## config.mk

```make
export PLATFORM = sky130hd
export DESIGN_NAME = smt_commit_sel
export DESIGN_NICKNAME = d
export VERILOG_FILES = /design/src/rtl/smt_sel_pkg.sv /design/src/rtl/thr_qualify.sv /design/src/rtl/oldest_pick.sv /design/src/rtl/rr_order.sv /design/src/rtl/smt_commit_sel.sv
export SDC_FILE = /design/constraint.sdc
export NUM_CORES = 1
export LEC_CHECK = 0
export ABC_AREA = 1
export BUFFER_PORTS_ARGS = -buffer_cell sky130_fd_sc_hd__buf_2
export CAP_MARGIN = 25
export CORE_ASPECT_RATIO = 0.8
export CORE_MARGIN = 2
export CORE_UTILIZATION = 48
export DETAILED_ROUTE_END_ITERATION = 8
export HOLD_SLACK_MARGIN = 0.05
export PLACE_DENSITY = 0.78
export RECOVER_POWER = 100
export SLEW_MARGIN = 5
export SYNTH_ARGS = -nofsm -noshare
export SYNTH_HDL_FRONTEND = slang
export SYNTH_SLANG_ARGS = --single-unit
```

## constraint.sdc

```tcl
create_clock -name clk -period 5.2 [get_ports clk]
set_clock_uncertainty 0.1 [all_clocks]
set_input_delay 0.26 -clock clk [delete_from_list [all_inputs] [get_ports clk]]
set_output_delay 0.26 -clock clk [all_outputs]
set_load 0.005 [all_outputs]
```

## src/rtl/smt_sel_pkg.sv

```systemverilog
`timescale 1ns/1ps
package smt_sel_pkg;
  localparam logic [2:0] ST_IDLE   = 3'd0;
  localparam logic [2:0] ST_RUN    = 3'd1;
  localparam logic [2:0] ST_SQUASH = 3'd2;
  localparam logic [2:0] ST_TRAP   = 3'd3;
  localparam logic [2:0] ST_FTRAP  = 3'd4;

  localparam logic [1:0] POL_AGGR = 2'd0;
  localparam logic [1:0] POL_RR   = 2'd1;
  localparam logic [1:0] POL_OLD  = 2'd2;

  // status codes that allow a thread to retire
  function automatic logic state_allows(input logic [2:0] s);
    return (s == ST_IDLE) || (s == ST_RUN) || (s == ST_FTRAP);
  endfunction

  // rotation is used only for the round-robin code; all others select by age
  function automatic logic uses_rotation(input logic [1:0] p);
    return p == POL_RR;
  endfunction
endpackage

```

## src/rtl/thr_qualify.sv

```systemverilog
`timescale 1ns/1ps
module thr_qualify #(
  parameter int NUM_THR = 4
) (
  input  logic [NUM_THR*3-1:0] thr_status,
  input  logic [NUM_THR-1:0]   head_rdy,
  input  logic [NUM_THR-1:0]   rob_empty,
  output logic [NUM_THR-1:0]   st_ok,
  output logic [NUM_THR-1:0]   qual
);
  import smt_sel_pkg::*;

  for (genvar t = 0; t < NUM_THR; t++) begin : g_thr
    assign st_ok[t] = state_allows(thr_status[t*3 +: 3]);
    assign qual[t]  = st_ok[t] && head_rdy[t] && !rob_empty[t];
  end
endmodule

```

## src/rtl/oldest_pick.sv

```systemverilog
`timescale 1ns/1ps
module oldest_pick #(
  parameter int NUM_THR = 4,
  parameter int SEQ_W   = 16,
  parameter int TID_W   = 2
) (
  input  logic [NUM_THR-1:0]       qual,
  input  logic [NUM_THR*SEQ_W-1:0] head_seq,
  output logic                     found,
  output logic [TID_W-1:0]         tid
);
  logic [SEQ_W-1:0] best_seq;

  // strict less-than keeps the lower index on equal ages
  always_comb begin
    found    = 1'b0;
    tid      = '0;
    best_seq = '0;
    for (int i = 0; i < NUM_THR; i++) begin
      if (qual[i] && (!found || head_seq[i*SEQ_W +: SEQ_W] < best_seq)) begin
        found    = 1'b1;
        tid      = TID_W'(i);
        best_seq = head_seq[i*SEQ_W +: SEQ_W];
      end
    end
  end
endmodule

```

## src/rtl/rr_order.sv

```systemverilog
`timescale 1ns/1ps
module rr_order #(
  parameter int NUM_THR  = 4,
  parameter int COMMIT_W = 3,
  parameter int TID_W    = 2
) (
  input  logic                             clk,
  input  logic                             rst_n,
  input  logic                             rr_en,
  input  logic [NUM_THR-1:0]               qual,
  input  logic [COMMIT_W-1:0]              ask,
  output logic [COMMIT_W-1:0]              rr_found,
  output logic [COMMIT_W-1:0][TID_W-1:0]   rr_tid
);
  typedef logic [NUM_THR-1:0][TID_W-1:0] list_t;

  list_t                     lst_q;
  list_t [COMMIT_W:0]        stage;
  logic  [COMMIT_W-1:0]      hit_l;
  logic  [COMMIT_W-1:0][TID_W-1:0] pos_l;
  logic  [NUM_THR-1:0]       seen_mask;

  // take entry pos out of the list and append it at the tail
  function automatic list_t move_back(input list_t l, input logic [TID_W-1:0] pos);
    list_t o;
    for (int p = 0; p < NUM_THR - 1; p++)
      o[p] = (p < int'(pos)) ? l[p] : l[p+1];
    o[NUM_THR-1] = l[pos];
    return o;
  endfunction

  always_comb begin
    stage[0] = lst_q;
    for (int k = 0; k < COMMIT_W; k++) begin
      hit_l[k] = 1'b0;
      pos_l[k] = '0;
      for (int p = 0; p < NUM_THR; p++) begin
        if (!hit_l[k] && qual[stage[k][p]]) begin
          hit_l[k] = 1'b1;
          pos_l[k] = TID_W'(p);
        end
      end
      rr_found[k] = ask[k] && hit_l[k];
      rr_tid[k]   = stage[k][pos_l[k]];
      stage[k+1]  = (rr_en && rr_found[k]) ? move_back(stage[k], pos_l[k]) : stage[k];
    end
  end

  always_ff @(posedge clk) begin
    if (!rst_n) begin
      for (int p = 0; p < NUM_THR; p++) lst_q[p] <= TID_W'(p);
    end else begin
      lst_q <= stage[COMMIT_W];
    end
  end

  always_comb begin
    seen_mask = '0;
    for (int p = 0; p < NUM_THR; p++) seen_mask[lst_q[p]] = 1'b1;
  end

  // the list always holds every thread exactly once
  p_list_perm_r3: assert property (@(posedge clk) disable iff (!rst_n)
    seen_mask == {NUM_THR{1'b1}});

  // a lone lane-0 rotating grant lands the thread at the tail
  p_tail_move_r3: assert property (@(posedge clk) disable iff (!rst_n)
    (rr_en && ask == COMMIT_W'(1) && rr_found[0]) |=> lst_q[NUM_THR-1] == $past(rr_tid[0]));

  // no rotating grant means an unchanged list
  p_list_hold_r8: assert property (@(posedge clk) disable iff (!rst_n)
    !rr_en |=> lst_q == $past(lst_q));
endmodule

```

## src/rtl/smt_commit_sel.sv

```systemverilog
`timescale 1ns/1ps
module smt_commit_sel #(
  parameter int NUM_THR  = 4,
  parameter int SEQ_W    = 16,
  parameter int COMMIT_W = 3,
  localparam int TID_W   = (NUM_THR > 1) ? $clog2(NUM_THR) : 1
) (
  input  logic                      clk,
  input  logic                      rst_n,
  input  logic [1:0]                policy,
  input  logic [NUM_THR*3-1:0]      thr_status,
  input  logic [NUM_THR-1:0]        head_rdy,
  input  logic [NUM_THR-1:0]        rob_empty,
  input  logic [NUM_THR*SEQ_W-1:0]  head_seq,
  input  logic [COMMIT_W-1:0]       ask,
  output logic [COMMIT_W-1:0]       gnt_vld,
  output logic [COMMIT_W*TID_W-1:0] gnt_thr
);
  import smt_sel_pkg::*;

  logic [NUM_THR-1:0]             st_ok;
  logic [NUM_THR-1:0]             qual;
  logic [COMMIT_W-1:0][TID_W-1:0] gnt_tid;

  thr_qualify #(.NUM_THR(NUM_THR)) u_qual (
    .thr_status(thr_status), .head_rdy(head_rdy), .rob_empty(rob_empty),
    .st_ok(st_ok), .qual(qual)
  );

  for (genvar k = 0; k < COMMIT_W; k++) begin : g_out
    assign gnt_thr[k*TID_W +: TID_W] = gnt_tid[k];
  end

  if (NUM_THR == 1) begin : g_single
    logic unused_single;
    assign unused_single = ^{head_rdy, rob_empty, head_seq, policy, qual};
    for (genvar k = 0; k < COMMIT_W; k++) begin : g_lane
      assign gnt_vld[k] = ask[k] && st_ok[0];
      assign gnt_tid[k] = '0;
      // a lone thread in a squash or trap state is never handed out
      p_single_state_r9: assert property (@(posedge clk) disable iff (!rst_n)
        gnt_vld[k] |-> (thr_status[2:0] != ST_SQUASH && thr_status[2:0] != ST_TRAP));
    end
  end else begin : g_multi
    logic                             rr_en;
    logic                             old_found;
    logic [TID_W-1:0]                 old_tid;
    logic [COMMIT_W-1:0]              rr_found;
    logic [COMMIT_W-1:0][TID_W-1:0]   rr_tid;
    logic [SEQ_W-1:0]                 gnt_seq;
    logic                             unused_stok;

    assign unused_stok = ^st_ok;
    assign rr_en       = uses_rotation(policy);

    oldest_pick #(.NUM_THR(NUM_THR), .SEQ_W(SEQ_W), .TID_W(TID_W)) u_old (
      .qual(qual), .head_seq(head_seq), .found(old_found), .tid(old_tid)
    );

    rr_order #(.NUM_THR(NUM_THR), .COMMIT_W(COMMIT_W), .TID_W(TID_W)) u_rr (
      .clk(clk), .rst_n(rst_n), .rr_en(rr_en), .qual(qual), .ask(ask),
      .rr_found(rr_found), .rr_tid(rr_tid)
    );

    assign gnt_seq = head_seq[gnt_tid[0]*SEQ_W +: SEQ_W];

    for (genvar k = 0; k < COMMIT_W; k++) begin : g_lane
      assign gnt_vld[k] = rr_en ? rr_found[k] : (ask[k] && old_found);
      assign gnt_tid[k] = rr_en ? rr_tid[k]   : old_tid;

      // only a qualifying thread is granted
      p_grant_qual_r1: assert property (@(posedge clk) disable iff (!rst_n)
        gnt_vld[k] |-> qual[gnt_tid[k]]);
      // a lane that is not asked stays silent
      p_quiet_lane_r7: assert property (@(posedge clk) disable iff (!rst_n)
        !ask[k] |-> !gnt_vld[k]);
      // nothing qualifies, nothing granted
      p_none_r6: assert property (@(posedge clk) disable iff (!rst_n)
        (qual == '0) |-> !gnt_vld[k]);
    end

    for (genvar i = 0; i < NUM_THR; i++) begin : g_age
      // no qualifying thread is older than the age-ordered grant
      p_oldest_min_r5: assert property (@(posedge clk) disable iff (!rst_n)
        (!rr_en && gnt_vld[0] && qual[i]) |->
          (head_seq[i*SEQ_W +: SEQ_W] > gnt_seq) ||
          (head_seq[i*SEQ_W +: SEQ_W] == gnt_seq && TID_W'(i) >= gnt_tid[0]));
    end
  end
endmodule

```

Word level (Yosys, flattened, before mapping) --
Index checks and enable logic that the tools add are counted. Widths: inputs -> output; s select.
Cells by class: order comparisons 27, equal/unequal tests 9, multiplexer cells 79, reduce and logical (&&, ||, !) cells 60
Operator list (count):
- $lt 16x16->1 | 3
- $mux 16 | 3
- $mux 2 | 23
- $lt 2x3->1 const B | 15
- $mux 1 | 35
- $logic_and 1x1->1 | 29
- $bmux 1 s2 | 12
- $mux 8 | 3
- $logic_not 1->1 | 16
- $bmux 2 s2 | 3
- $eq 3x1->1 const B | 4
- $eq 3x3->1 const B | 4
- $logic_not 3->1 | 4
- $lt 1x2->1 const A | 6
- $logic_or 1x1->1 | 11
- $lt 2x2->1 const A | 3
- $eq 2x1->1 const B | 1
Storage, ports and cells: register bits after elaboration 8, input bits 91, output and inout port bits 9, word-level logic and storage cells 179

Logic depth before layout (Yosys ltp) --
depth in word-level cells 50, gate-level depth with buffers 51, gate-level depth less buffers 46

By module --
From an unflattened synthesis, not the netlist that was laid out.
Unflattened totals: cells, all modules 628, area, all modules 3433.3 µm²
Modules (own cells, without submodules):
- rr_order | instances 1, cells an instance 324, area each 1672.9 µm², seq. area each 160.2 µm²
- oldest_pick | instances 1, cells an instance 243, area each 1458.9 µm², seq. area each 0.0 µm²
- smt_commit_sel | instances 1, cells an instance 33, area each 176.4 µm², seq. area each 0.0 µm²
- thr_qualify | instances 1, cells an instance 28, area each 125.1 µm², seq. area each 0.0 µm²

Least setup slack after synthesis --
Ideal clock, no wire load.
kind in2out, start in thr_status[1], end out gnt_thr[1], arrival 5193 ps, required time 4840 ps, slack -353 ps, cell stages on the path 42, path buffers 5, cells stage by stage inv_1 > nand2_1 > nor2_2 > nand2_2 > buf_6 > inv_1 > clkbuf_1 > clkbuf_1 > nand2_1 > ha_1 > a21oi_1 > nand3b_1 > a21oi_1 > nor4_1 > nand2_1 > nand2_1 > nand2_1 > clkbuf_1 > [... 6 more ...] > o221a_2 > nand2_1 > nand2_1 > nand2_1 > clkbuf_1 > nand2_1 > o21ai_0 > ha_1 > a21oi_1 > nor2_1 > a211oi_1 > o221a_2 > nand2_1 > nand2_1 > nand2_1 > nand2_1 > nand2_1 > nand2_1
Between the ends: longest elaborated chain between the ends 20, elaborated cells on any way between the ends 50, classes of those cells order compare (3); eq/ne (2); mux (25); reduce/logical (20)
Ends and longest elaborated chain:
- from (decl) | line smt_commit_sel.sv:11 | input logic [NUM_THR*3-1:0] thr_status,
- $eq 3x1->1 or $logic_not 3->1 (tied branches) | line smt_sel_pkg.sv:15 | return (s == ST_IDLE) || (s == ST_RUN) || (s == ST_FTRAP);
- $logic_or 1x1->1 | line smt_sel_pkg.sv:15
- $logic_or 1x1->1 (*) | line smt_sel_pkg.sv:15
- $logic_and 1x1->1 (*) (2 in series) | line thr_qualify.sv:15 | assign qual[t] = st_ok[t] && head_rdy[t] && !rob_empty[t];
- branches (longest 14 deep; another with $lt 16x16->1)
- $mux 2 (*) | line smt_commit_sel.sv:69 | assign gnt_tid[k] = rr_en ? rr_tid[k] : old_tid;
- to (decl) | line smt_commit_sel.sv:17 | output logic [COMMIT_W*TID_W-1:0] gnt_thr
Every way passes the cells marked *. The select of a mux whose other input is x is not followed.

Worst setup path in the final report --
start in thr_status[1], end out gnt_thr[5]
Between the ends: longest elaborated chain between the ends 50, elaborated cells on any way between the ends 114, classes of those cells order compare (9); eq/ne (2); mux (67); reduce/logical (36)
Ends and longest elaborated chain:
- $eq 3x1->1 or $logic_not 3->1 (tied branches) | line smt_sel_pkg.sv:15
- $logic_or 1x1->1 | line smt_sel_pkg.sv:15
- $logic_or 1x1->1 (*) | line smt_sel_pkg.sv:15
- $logic_and 1x1->1 (*) (2 in series) | line thr_qualify.sv:15
- $bmux 1 s2 | line rr_order.sv:38 | if (!hit_l[k] && qual[stage[k][p]]) begin
- $mux 1 (implied by the code) | line rr_order.sv:38
- $mux 1 | line rr_order.sv:38
- $logic_not 1->1 | line rr_order.sv:38
- [... 33 more ...]
- $logic_and 1x1->1 | line rr_order.sv:38
- $mux 1 | line rr_order.sv:38
- $logic_not 1->1 | line rr_order.sv:38
- $logic_and 1x1->1 | line rr_order.sv:38
- $mux 2 | line rr_order.sv:38
- $bmux 2 s2 | line rr_order.sv:44 | rr_tid[k] = stage[k][pos_l[k]];
- $mux 2 (implied by the code) | line rr_order.sv:44
- $mux 2 (*) | line smt_commit_sel.sv:69
Every way passes the cells marked *; elsewhere a longest branch is shown, timed or not. The select of a mux whose other input is x is not followed.

==> run_results.csv <==
group,metric,value,unit
floorplan,die_area,7130,um2
cts,numCtsBuffers,3,
floorplan,die_height,75.9,um
synth,netlist-cell-type-count,38,
final_layout,final_layout_size_suffix_gt1_share,48.7,%
routing,ant_nets,0,
setup_path,crit_path_start,"thr_status[1]",
grt,globalRouteOverflowTotal,0,
setup_path,critPathMaxStageDelay,370,ps
pwr,power_density,380,nW/um2
floorplan,die_w,93.9,um
grt,grt_use_total,34.3,%
synth,synth_top_area_share,23.5,%
final_layout,final_core_util,80.2,%
setup_path,r2r_setup_slack,400,ps
synth,synth.area.top_cells,"nand2_1 (23%), ha_1 (18%), nand3_1 (8.1%)",
synth,synth-edff-count,0,
routing,drc,19,
synth,synth_common_cells,"nand2_1 (194), nand3_1 (50), inv_1 (47)",
setup_path,worstPathRequired,4840,ps
setup_path,reg2reg_to,"g_multi.u_rr.lst_q[1]$_SDFF_PN0_",
cts,clk_latency,240,ps
grt,antenna_found_initial,0,
placed_design,io_buffers,99,
placed_design,place_ws,-438,ps
setup_path,crit_fanout,8,
sta,finalMaxSlewViolations,0,
synth,ys_warn_count,0,
run,cap_violations,0,
placed_design,dpl.hpwl,8580,um
cts,htreeDepth,1,
cts,clk_root_buffer_cell,"clkbuf_8",
synth,synth_area,3100,um2
setup_path,cp.arrival,5660,ps
final_layout,nets,846,
sta,finalHoldViolCount,0,
final_layout,area_growth,63.0,%
synth,async_flop_share,0,%
synth,synth_top_flop_cell,"dfxtp_1",
routing,vias,5117,
pwr,leakage,2.63,nW
sta,worst_slack,-821,ps
floorplan,start_util,49.2,%
placed_design,routabilityCongestion,0.935,
routing,detailedRoute.firstIterationViolations,920,
final_layout,top_register,"g_multi.u_rr.lst_q",
setup_path,worst-setup-path-type,"primary input to primary output",
synth,syn_avg_cell_area,5.76,um2
hold_path,hp-class,"primary input to register",
sta,setup_viol,6,
floorplan,num_io_pins,100,
final_layout,largest_reg_flops,8,
grt,grt_pass1_vias,4317,
setup_path,startpoint_type,"primary input",
final_layout,largestRegisters,"g_multi.u_rr.lst_q (8)",
grt,grt_max_degree,14,
final_layout,finalInstanceArea,5060,um2
cts,cts_hold_buf,0,
routing,drtPass1Iterations,9,
sta,worst_slew_pin_slew,807,ps
routing,post_drt_wl_per_cell,20.7,um
synth,syn_inst,539,
floorplan,rows,26,
cts,cts_max_path_buffers,2,
synth,synth_seq_cells,8,
setup_path,endpoint,"gnt_thr[5]",
synth,synth_fp_nets,675,
sta,period_share,116,%
cts,cts_tree,"done",
cts,clk_pin_slew_worst_paths,40,ps
sta,fin_crit,6020,ps
setup_path,r2r_cells,28,
setup_path,crit_top_cell,"nand2_1",
grt,grt_pass1_wl,20000,um
cts,cts.sinks,8,
setup_path,end_kind,"primary output",
final_layout,fillers,390,
pwr,irDropWorstVdd,0.422,mV
placed_design,dpl-instance-area,4040,um2
synth,seq_area_frac_synth,5.16,%
setup_path,r2r_start,"g_multi.u_rr.lst_q[6]$_SDFF_PN1_",
run_status,status,"finished with violations",
run_status,violations,"DRC, setup timing",
synth,synth_area_leader_cell,"nand2_1",
sta,grt_setup_unrepaired,"true",
setup_path,cp_slowest_cell,"nor4_1",
sta,slew_headroom,45.6,%
routing,wl,16400,um
sta,fmax,166,MHz
floorplan,core_area,6310,um2
synth,yosysMostFrequentCell,"nand2_1",
final_layout,antenna_cells,0,
routing,routed_via_density,6.46,
==> final cells by class <==
cell class	instances	area, um2	area share, %
tap	84	105	2.08
clock buffer	3	41.3	0.816
inverter	56	210	4.15
multi-input combinational	465	3370	66.5
sequential	8	160	3.17
timing repair buffer	176	1180	23.3
==> placed cells by master, fill, tap and decap left out, types with 3 or more instances in the layout <==
cell	Yosys	final
buf_12	0	5
nor3_2	2	4
a211oi_2	0	4
inv_1	47	45
ha_2	0	3
nand2_2	12	38
nand2_1	194	149
nand2_4	6	24
nand3_1	50	48
buf_6	2	9
o211ai_1	9	9
o31ai_1	3	3
inv_2	8	10
ha_4	0	20
a21oi_2	1	9
nand4_1	8	8
a21oi_1	19	11
o21ai_0	42	13
nor2_1	21	22
nand3_2	6	8
ha_1	45	22
o21ai_1	6	15
buf_2	0	96
buf_4	0	63
nor2_2	7	6
o21ai_4	0	9
clkbuf_8	0	3
o21ai_2	12	23
dfxtp_1	8	8
==> worst max-delay path: cells and delay by family <==
kind | cells | cell delay, ps
simple gates | 29 | 2720
buf+inv | 9 | 1060
compound gates | 6 | 880
fa+ha+maj | 3 | 730
==> through the flow <==
stage / TNS, ps / std cells / hold WS, ps / power (W)
final: -4840 / 792 / 209 / 0.00192
after global routing: -6120 / 792 / 222 / 0.00205
after CTS: -337 / 784 / 216 / 0.00172
after detailed placement: -2600 / 762 / 454 / 0.00159
after global placement: -1720 / 762 / 445 / 0.00156
after floorplan: 0 / 539 / 259 / 0.00126
==> what timing repair did <==
action / in CTS / in global routing
cloned: 4 / 0
gates resized for setup: 104 / 80
setup buffers: 17 / 12
pin swaps: 32 / 43
setup endpoints to repair: 6 / 6
==> worst min-delay path by stage <==
stage / startpoint / end / slack (ps) / depth (start not counted)
finish: rst_n / g_multi.u_rr.lst_q[2]$_SDFF_PN1_ / 210 / 2
global placement: rst_n / g_multi.u_rr.lst_q[5]$_SDFF_PN1_ / 450 / 2
CTS: rst_n / g_multi.u_rr.lst_q[5]$_SDFF_PN1_ / 220 / 2
global route: rst_n / g_multi.u_rr.lst_q[2]$_SDFF_PN1_ / 220 / 2
floorplan: rst_n / g_multi.u_rr.lst_q[2]$_SDFF_PN1_ / 260 / 1
detailed placement: rst_n / g_multi.u_rr.lst_q[5]$_SDFF_PN1_ / 450 / 2
==> per-layer routing <==
| metal | vias to the layer above | wire length (um) | GRT usage (%) |
|---|---|---|---|
| met2 | 500 | 7150 | 54.9 |
| met5 | - | 0 | 0 |
| met3 | 189 | 2120 | 4.57 |
| met4 | 0 | 1560 | 12.6 |
| met1 | 2262 | 5590 | 46.6 |
| li1 | 2166 | - | - |
==> where the power goes <==
group / leakage [nW] / total, W / internal [W] / switching [W]
clock: 0.0216 / 0.0000785 / 0.0000505 / 0.0000280
combinational: 2.54 / 0.00170 / 0.000562 / 0.00113
sequential: 0.0656 / 0.000148 / 0.0000926 / 0.0000558
total: 2.63 / 0.00192 / 0.000705 / 0.00122
==> logic make-up after synthesis <==
group,after synthesis,synth area share (%)
muxes,1,0.322
AOI/OAI and AO/OA,103,20.6
and+or+nand+nor,316,47.3
buffers and inverters,66,8.46
adders and majority gates,45,18.1
DFF,8,5.16
Power figures use the tool's default switching activity.
